## src/rtl/alc_pkg.sv

```systemverilog
package alc_pkg;

    parameter int CODE_W  = 5;
    parameter int GAIN_W  = 8;
    parameter int LEVEL_W = 12;

    localparam int TOP_HDB  = 24;
    localparam int SPAN_HDB = 150;
    localparam int BOT_HDB  = TOP_HDB - SPAN_HDB;
    localparam int STEPS    = (1 << CODE_W) - 1;
    localparam int THR_W    = LEVEL_W + GAIN_W + 1;

    typedef logic [CODE_W-1:0]         code_t;
    typedef logic signed [GAIN_W-1:0]  hdb_t;
    typedef logic [GAIN_W-1:0]         atten_t;
    typedef logic [LEVEL_W-1:0]        level_t;
    typedef logic [THR_W-1:0]          thr_t;

    localparam hdb_t FLOOR_HDB = hdb_t'(2);
    localparam hdb_t RESET_HDB = hdb_t'(BOT_HDB);

    typedef enum logic [1:0] {
        PROF_FLAT    = 2'd0,
        PROF_QUARTER = 2'd1,
        PROF_HALF    = 2'd2,
        PROF_FULL    = 2'd3
    } prof_e;

    typedef struct packed {
        logic   active;
        hdb_t   preset;
        atten_t atten;
    } alc_state_t;

    // Evenly spread the user codes over the span, rounded to the nearest half dB.
    function automatic hdb_t code_to_hdb(input code_t c);
        int drop;
        drop = (int'(c) * SPAN_HDB + STEPS / 2) / STEPS;
        return hdb_t'(TOP_HDB - drop);
    endfunction

    // Threshold grows with the step count at the profile's slope.
    function automatic thr_t knee_threshold(input level_t base, input atten_t n, input prof_e p);
        atten_t inc;
        case (p)
            PROF_FLAT:    inc = '0;
            PROF_QUARTER: inc = n >> 2;
            PROF_HALF:    inc = n >> 1;
            default:      inc = n;
        endcase
        return {{(THR_W-LEVEL_W){1'b0}}, base} + {{(THR_W-GAIN_W){1'b0}}, inc};
    endfunction

endpackage

```

## src/rtl/alc_code_map.sv

```systemverilog
module alc_code_map
    import alc_pkg::*;
(
    input  code_t code,
    output hdb_t  hdb
);
    assign hdb = code_to_hdb(code);
endmodule

```

## src/rtl/alc_knee_thresh.sv

```systemverilog
module alc_knee_thresh
    import alc_pkg::*;
(
    input  level_t level,
    input  level_t base,
    input  atten_t atten,
    input  prof_e  prof,
    output logic   at_thresh
);
    thr_t thr;
    thr_t level_ext;

    always_comb begin
        thr       = knee_threshold(base, atten, prof);
        level_ext = {{(THR_W-LEVEL_W){1'b0}}, level};
        at_thresh = (level_ext >= thr);
    end
endmodule

```

## src/rtl/alc_atten_ctrl.sv

```systemverilog
module alc_atten_ctrl
    import alc_pkg::*;
(
    input  logic   clk,
    input  logic   rst,
    input  logic   en,
    input  logic   tick,
    input  logic   at_thresh,
    input  hdb_t   preset_in,
    output atten_t atten_q,
    output logic   nxt_active,
    output hdb_t   nxt_gain
);
    alc_state_t st, nxt;
    hdb_t       cur_gain;

    always_comb begin
        cur_gain = st.preset - hdb_t'(st.atten);
        nxt      = st;
        if (!en) begin
            nxt.active = 1'b0;
            nxt.atten  = '0;
        end else if (!st.active) begin
            nxt.active = 1'b1;
            nxt.preset = preset_in;
            nxt.atten  = '0;
        end else if (tick && at_thresh && (cur_gain > FLOOR_HDB)) begin
            nxt.atten = st.atten + atten_t'(1);
        end
    end

    always_ff @(posedge clk) begin
        if (rst) begin
            st <= '{active: 1'b0, preset: '0, atten: '0};
        end else begin
            st <= nxt;
        end
    end

    assign atten_q    = st.atten;
    assign nxt_active = nxt.active;
    assign nxt_gain   = nxt.preset - hdb_t'(nxt.atten);
endmodule

```

## src/rtl/alc_gain_stepper.sv

```systemverilog
module alc_gain_stepper
    import alc_pkg::*;
#(
    parameter int NUM_CH = 2
)(
    input  logic                      clk,
    input  logic                      rst,
    input  logic [CODE_W-1:0]         user_gain_l,
    input  logic [CODE_W-1:0]         user_gain_r,
    input  logic                      alc_en,
    input  logic [1:0]                comp_prof,
    input  logic [LEVEL_W-1:0]        out_level,
    input  logic [LEVEL_W-1:0]        thr_base,
    input  logic                      step_tick,
    output logic signed [GAIN_W-1:0]  gain_l,
    output logic signed [GAIN_W-1:0]  gain_r
);
    code_t  user_codes [NUM_CH];
    hdb_t   mapped     [NUM_CH];
    hdb_t   gain_q     [NUM_CH];
    atten_t atten_q;
    logic   at_thresh;
    logic   nxt_active;
    hdb_t   nxt_gain;

    assign user_codes[0] = user_gain_l;
    assign user_codes[1] = user_gain_r;

    for (genvar ch = 0; ch < NUM_CH; ch++) begin : g_map
        alc_code_map u_map (
            .code (user_codes[ch]),
            .hdb  (mapped[ch])
        );
    end

    alc_knee_thresh u_knee (
        .level     (out_level),
        .base      (thr_base),
        .atten     (atten_q),
        .prof      (prof_e'(comp_prof)),
        .at_thresh (at_thresh)
    );

    alc_atten_ctrl u_ctrl (
        .clk        (clk),
        .rst        (rst),
        .en         (alc_en),
        .tick       (step_tick),
        .at_thresh  (at_thresh),
        .preset_in  (mapped[0]),
        .atten_q    (atten_q),
        .nxt_active (nxt_active),
        .nxt_gain   (nxt_gain)
    );

    // The locked left preset drives every channel while control is active.
    for (genvar ch = 0; ch < NUM_CH; ch++) begin : g_out
        always_ff @(posedge clk) begin
            if (rst) begin
                gain_q[ch] <= RESET_HDB;
            end else if (nxt_active) begin
                gain_q[ch] <= nxt_gain;
            end else begin
                gain_q[ch] <= mapped[ch];
            end
        end
    end

    assign gain_l = gain_q[0];
    assign gain_r = gain_q[1];
endmodule

```

## config.mk

```make
export PLATFORM = sky130hd
export DESIGN_NAME = alc_gain_stepper
export DESIGN_NICKNAME = d
export VERILOG_FILES = /design/src/rtl/alc_pkg.sv /design/src/rtl/alc_code_map.sv /design/src/rtl/alc_knee_thresh.sv /design/src/rtl/alc_atten_ctrl.sv /design/src/rtl/alc_gain_stepper.sv
export SDC_FILE = /design/constraint.sdc
export NUM_CORES = 1
export LEC_CHECK = 0
export BUFFER_PORTS_ARGS = -buffer_cell sky130_fd_sc_hd__buf_4
export CAP_MARGIN = 5
export CORE_MARGIN = 5
export CORE_UTILIZATION = 50
export CTS_CLUSTER_DIAMETER = 30
export DETAILED_ROUTE_END_ITERATION = 12
export GPL_ROUTABILITY_DRIVEN = 0
export PLACE_DENSITY_LB_ADDON = 0.15
export SLEW_MARGIN = 20
export SYNTH_ARGS = -nofsm -noshare
export SYNTH_HDL_FRONTEND = slang
export SYNTH_HIERARCHICAL = 1
export SYNTH_SLANG_ARGS = --single-unit
export TNS_END_PERCENT = 50
```

## constraint.sdc

```tcl
create_clock -name clk -period 13.5 [get_ports clk]
set_input_delay 1.35 -clock clk [delete_from_list [all_inputs] [get_ports clk]]
set_output_delay 1.35 -clock clk [all_outputs]
set_load 0.02 [all_outputs]
```

==> results of run 1 <==
-- metal layers --
layer	GRT usage, %	up-vias	wire, µm
met2	33.3	183	9740
met4	2.78	0	189
li1	-	4192	-
met5	0	-	0
met3	1.85	17	807
met1	28.5	3893	10300
-- flip-flops by register name, summed over array words and instances (netlist names) --
register	count
gain_q	16
u_ctrl/st	9
u_ctrl/atten_q	8
-- kinds of logic after synthesis --
kind of cell / after synthesis / share of synthesized area [%]
adders and majority gates: 91 / 13.8
buffers and inverters: 115 / 6.57
and+or+nand+nor: 379 / 24.8
other: 1 / 0.0430
AOI/OAI and AO/OA: 362 / 32.3
xor gates and xnor gates: 81 / 8.47
muxes: 35 / 4.67
DFF: 33 / 9.41
-- critical path: cells and delay by family --
family	cells	cell delay, ns
compound gates	17	4.16
fa+ha+maj	6	2.12
simple gates	6	2.00
xor+xnor	4	0.59
mux	1	0.31
buf+inv	3	0.23
-- cells in the mapped netlist (all sizes together), types with 12 or more instances --
cell type,instances
a211o,13
or3,13
nand2,77
nor3,42
xor2,26
or2,14
nand3,36
nor2,61
mux2i,21
and3,23
dfxtp,17
xnor2,55
a21o,26
nor4,14
nor2b,28
o211ai,26
a21oi,82
nand2b,24
a211oi,22
buf,41
inv,66
o21ai,51
mux2,14
ha,80
edfxtp,16
and2,12
-- per-stage QoR --
step	utilization [%]	instances	hold slack (ns)	worst slack, ns
floorplan	-	1112	0.489	3.66
global placement	53.1	1343	0.550	2.86
detailed placement	53.1	1343	0.560	2.65
CTS	53.9	1351	0.589	2.87
global route	53.9	1351	0.620	1.94
finish	53.9	1351	0.587	2.74
-- final cells by class --
type	count	area share [%]
timing repair buffer	55	4.44
clock inverter	2	0.108
tap	225	3.03
inverter	66	2.67
sequential	33	8.84
clock buffer	6	1.39
multi-input combinational	964	79.5
-- how the worst min path moves through the flow --
stage,cells after the start,start,endpoint,slack (ns)
2_1_floorplan,2,u_ctrl/st[8],u_ctrl/st[8],0.49
3_3_place_gp,2,u_ctrl/st[8],u_ctrl/st[8],0.55
3_5_place_dp,2,u_ctrl/st[8],u_ctrl/st[8],0.56
4_1_cts,2,u_ctrl/st[15],u_ctrl/st[15],0.59
5_1_grt,2,u_ctrl/st[8],u_ctrl/st[8],0.62
6_report,2,u_ctrl/st[15],u_ctrl/st[15],0.59
==> impl_results.md, run 1 <==
* Hold_buf cts at 0
* Synth warnings at 6
* Worst path max stage delay at 0.67 ns
* Setup crit end: gain_q[1][7]
* CTS Buf Count at 5
* # diodes at 0
* Ys async rst share at 0%
* Number of fill cells at 1654
* Hold Vio Cnt, Final at 0
* Count of cell types in the netlist at 98
* Die area at roughly 20000 µm²
* Synthesized cell area at roughly 8700 µm²
* Clock sinks at 33
* RSZ-0062 raised after global routing: false
* Detailed Place HPWL at 17100 µm
* Final Skew at 0.00317 ns
* # Max-Cap Violations at 0
* Commonest cells after routing, fill and taps aside: 80 x ha_1, 77 x a21oi_1, 75 x nand2_1, 64 x inv_1, 61 x nor2_1
* Number of flops mapped to enable cells by yosys at 16
* Via density at just over 6
* Total GRT Usage at approximately 20%
* Synth top area cells: ha_1 11%, edfxtp_1 5.5%, xnor2_1 5.3%
* Detailed Route Iter0 Violations at ~620
* Most common cell after layout, fill and taps aside: ha_1
* Slew @ Worst Pin at 1.05 ns
* Fmax at roughly 0.093 GHz
* Number of synthesized register bits at 33
* Via count at 8285
* Critical Path Start: user_gain_l[4]
* CTS Root Cell: clkbuf_16
* Initial Util at approximately half
* Largest net degree at the start of global routing at 33
* Critical path peak fanout at 10
* I/O pins at between 50 and 60
* Area leader, netlist: ha_1
* Initial antenna violation count at 0
* Maximum clock path buffer count at 2
* Num rows at 48
* Status: complete, no violations
* Final WL at 21000 µm
* Post-CTS Setup Inserts at 0
* Clock Pin Slew Worst Setup and Hold Paths at around 0.050 ns
* Final min period at 10.76 ns
* Die H at between 100 and 150 µm
* Area grow syn2layout at 6.47%
* Startpoint types: primary input
* Number of routed nets with antenna violations at 0
* WP data arrival at about 11 ns
* CP max-delay cell: nor4_4
* Final setup TNS at 0 ns
* Total grt overflow at 0
* Reg-to-Reg Start: u_ctrl/atten_q[2]
* Relative slew margins at 29.8%
* Area of the multi-input gates at approximately 7400 µm²
* Drt wl/cell at between 15 and 20 µm
* Post-cts resize count at 0
* Buffers on Ports at 55
* Finished Cell Area at about 9300 µm²
* Vias in the first global route at roughly 7400
* Crit end category: register
* Count of pins over their slew limit at 0
* Worst reg-to-reg path cell count at 28
* Die Width at between 100 and 150 µm
* Post-synth top area share at between 10% and 20%
* CTS tree: done
* DRC viols at 0
* DP Area at 9150 µm²
* Reg-to-reg slack, setup at roughly 7.4 ns
* CORE AREA at roughly 17000 µm²
* Seq/Total Area, Yosys at approximately a tenth
* RR Endpoint: gain_q[1][7]
* Setup violators final at 0
* H-tree Lvls at 2
* CP required at around 14 ns
* Fin crit share at 79.7%
* Worst hold path type: reg2reg
* First-pass GRT wire length at ~35000 µm
* Kind of critical path: in2reg
* Register Area at 821 µm²
* Main synth FF type: dfxtp_1
* Proportion of layout cells with a drive suffix above 1 at 14.6%
* Avg Synthesized Cell Area at just under 8 µm²
* Synth Instances at around 1100
* DRT Pass-1 Iters at 5
* Final layout net count at between 1000 and 1500
* Clock latency on the worst-skew pair at 0.28 ns
Power of run 1 is left out: the tool's default activity adds up to more than one toggle a clock period on the data nets, which glitch-free logic cannot reach.
==> run 2: changes to the inputs <==
==> constraint.sdc (replaced) <==
create_clock -name clk -period 8.8 [get_ports clk]
set_input_delay 0.88 -clock clk [delete_from_list [all_inputs] [get_ports clk]]
set_output_delay 0.88 -clock clk [all_outputs]
set_load 0.02 [all_outputs]
==> run 2 against run 1 <==
The flow now finishes with violations (negative setup slack). Global-route usage is 2.5 points higher. First-iteration DRC count is 20% lower. Sequential share of layout area is 1.6 points lower. Register-to-register slack worse by 4.6 ns. Clock-buffer cell count is 2 higher. Hold slack better by 0.038 ns. Flip-flop and latch count stayed put. Wire length is 18% higher. Non-clock buffer count is 190 higher. Critical path type unchanged.
==> impl_results.md, run 2 (synthesis gave the netlist of run 1 again) <==
* H-tree Lvls at 2 (unchanged)
* Drt wl/cell at 16.1 µm (+3.1%)
* Clock sinks at 33 (unchanged)
* Die area at 20200 µm² (unchanged)
* RSZ-0062 raised after global routing: true
* Max reg flops at 16 (unchanged)
* Count of pins over their slew limit at 0 (unchanged)
* Reg-to-Reg Start: u_ctrl/atten_q[3]
* Buffers on Ports at 55 (unchanged)
* RR Endpoint: gain_q[1][7]
* Reg-to-reg slack, setup at 2.83 ns (-4.59 ns)
* Most common cell after layout, fill and taps aside: buf_4
* Status: complete, but fails checks
* Detailed Place HPWL at 19100 µm (+12%)
* Largest reg by FF count: gain_q
* Proportion of layout cells with a drive suffix above 1 at 32.1% (+18 points)
* Worst hold path type: reg2reg
* Via density at 5.95 (-2.9%)
* Clock Pin Slew Worst Setup and Hold Paths at 0.05 ns (about the same)
* Util after Layout at 66.1% (+12 points)
* Area grow syn2layout at 30.6%
* # diodes at 0 (unchanged)
* Number of routed nets with antenna violations at 0 (unchanged)
* WP data arrival at 8.97 ns (-1.80 ns)
* Final layout net count at 1444 (+15%)
* Final min period at slightly below 9 ns
* Die H at 142 µm (unchanged)
* Finished Cell Area at 11400 µm² (+23%)
* CTS Root Cell: clkbuf_16
* Total grt overflow at 0 (unchanged)
* Fmax at ~0.11 GHz
* Commonest cells after routing, fill and taps aside: 236 x buf_4, 74 x nand2_1, 71 x a21oi_1, 71 x ha_1, 61 x inv_1
* DRC viols at 0 (unchanged)
* CP max-delay cell: fa_1
* Hold Vio Cnt, Final at 0 (unchanged)
* DRT Pass-1 Iters at 7 (+2)
* Kind of critical path: in2reg
* Detailed Route Iter0 Violations at 493 (-20%)
* Maximum clock path buffer count at 2 (unchanged)
* # Max-Cap Violations at 0 (unchanged)
* Critical Path Start: user_gain_l[2]
* Final Skew at 0.00372 ns (+0.000547 ns)
* CP required at 8.82 ns (-4.69 ns)
* Most frequent cell on the critical path: ha_4
* Largest net degree at the start of global routing at 33 (unchanged)
* Initial Util at 50.6% (unchanged)
* Worst path max stage delay at 0.52 ns (-0.15 ns)
* Setup crit end: gain_q[1][7]
* First-pass GRT wire length at 39200 µm (+11%)
* Total GRT Usage at 22.4% (+2.5 points)
* Failing checks: negative setup slack
* CTS Buf Count at 5 (unchanged)
* Relative slew margins at 31.9% (+2.1 points)
* Hold_buf cts at 0 (unchanged)
* Crit end category: register
* Critical path peak fanout at 7 (-3)
* Fin crit share at 102%
* Vias in the first global route at 8577 (+15%)
* Die Width at 142 µm (unchanged)
* Initial antenna violation count at 0 (unchanged)
* CTS tree: done
* Hold_ws at 0.625 ns (+0.0384 ns)
* Setup violators final at 4 (+4)
* CORE AREA at 17200 µm² (unchanged)
* I/O pins at 56 (unchanged)
* Via count at 9176 (+11%)
* Final WL at 24800 µm (+18%)
* Num rows at 48 (unchanged)
* DP Worst Slack at -0.469 ns (-3.12 ns)
* Slew @ Worst Pin at 1.01 ns (-0.0311 ns)
* Post-route setup slack at -0.153 ns (-2.89 ns)
* Clock latency on the worst-skew pair at 0.28 ns (about the same)
* Startpoint types: primary input
* DP Area at 10500 µm² (+15%)
* Worst reg-to-reg path cell count at 28 (unchanged)
[run 2: critical path, delay by kind of cell]
family                   cells  cell delay, ns
multiplexers                 1            0.31
XOR/XNOR                     4            0.50
adder cells (fa/ha/maj)      7            2.15
AO/OA/AOI/OAI               15            3.23
AND/OR/NAND/NOR              8            1.25
buffers and inverters        5            0.61
[run 2: through the flow]
| stage | cells | TNS, ns |
|---|---|---|
| 2_1_floorplan | 1112 | 0 |
| 3_3_place_gp | 1505 | -1.18 |
| 3_5_place_dp | 1505 | -2.56 |
| 4_1_cts | 1518 | 0 |
| 5_1_grt | 1541 | -3.03 |
| 6_report | 1541 | -0.483 |
[run 2: area by class of cell]
type | instances | area (µm²)
Multi-Input combinational cell | 964 | 8020
Inverter | 66 | 250
Tap cell | 225 | 282
Sequential cell | 33 | 821
Timing Repair Buffer | 245 | 1880
Clock buffer | 8 | 146
Fill cell | 1430 | 5840
[run 2: metal layers]
metal  share of wire, %  GRT usage [%]  vias to the layer above  wire, µm
met2                 50           39.4                      254     12300
met3                4.0           1.61                       47       988
met4                1.7           4.29                        0       433
li1                   -              -                     4572         -
met5                  0              0                        -         0
met1                 45           30.2                     4303     11000
[run 2: how the worst min path moves through the flow]
stage / cells past startpoint / slack (ns) / start / end
after global routing: 2 / 0.69 / u_ctrl/st[14] / u_ctrl/st[14]
after detailed placement: 2 / 0.60 / u_ctrl/st[15] / u_ctrl/st[15]
after global placement: 2 / 0.58 / u_ctrl/st[15] / u_ctrl/st[15]
after CTS: 2 / 0.61 / u_ctrl/st[15] / u_ctrl/st[15]
final: 2 / 0.63 / u_ctrl/st[15] / u_ctrl/st[15]
after floorplan: 2 / 0.49 / u_ctrl/st[8] / u_ctrl/st[8]
[run 2: repair_timing]
item | CTS | global route
setup buffers | 5 | 23
pin swaps | 13 | 58
resized for setup | 23 | 74
endpoints found under the setup margin | 6 | 11
Power of run 2 is left out for the same reason.
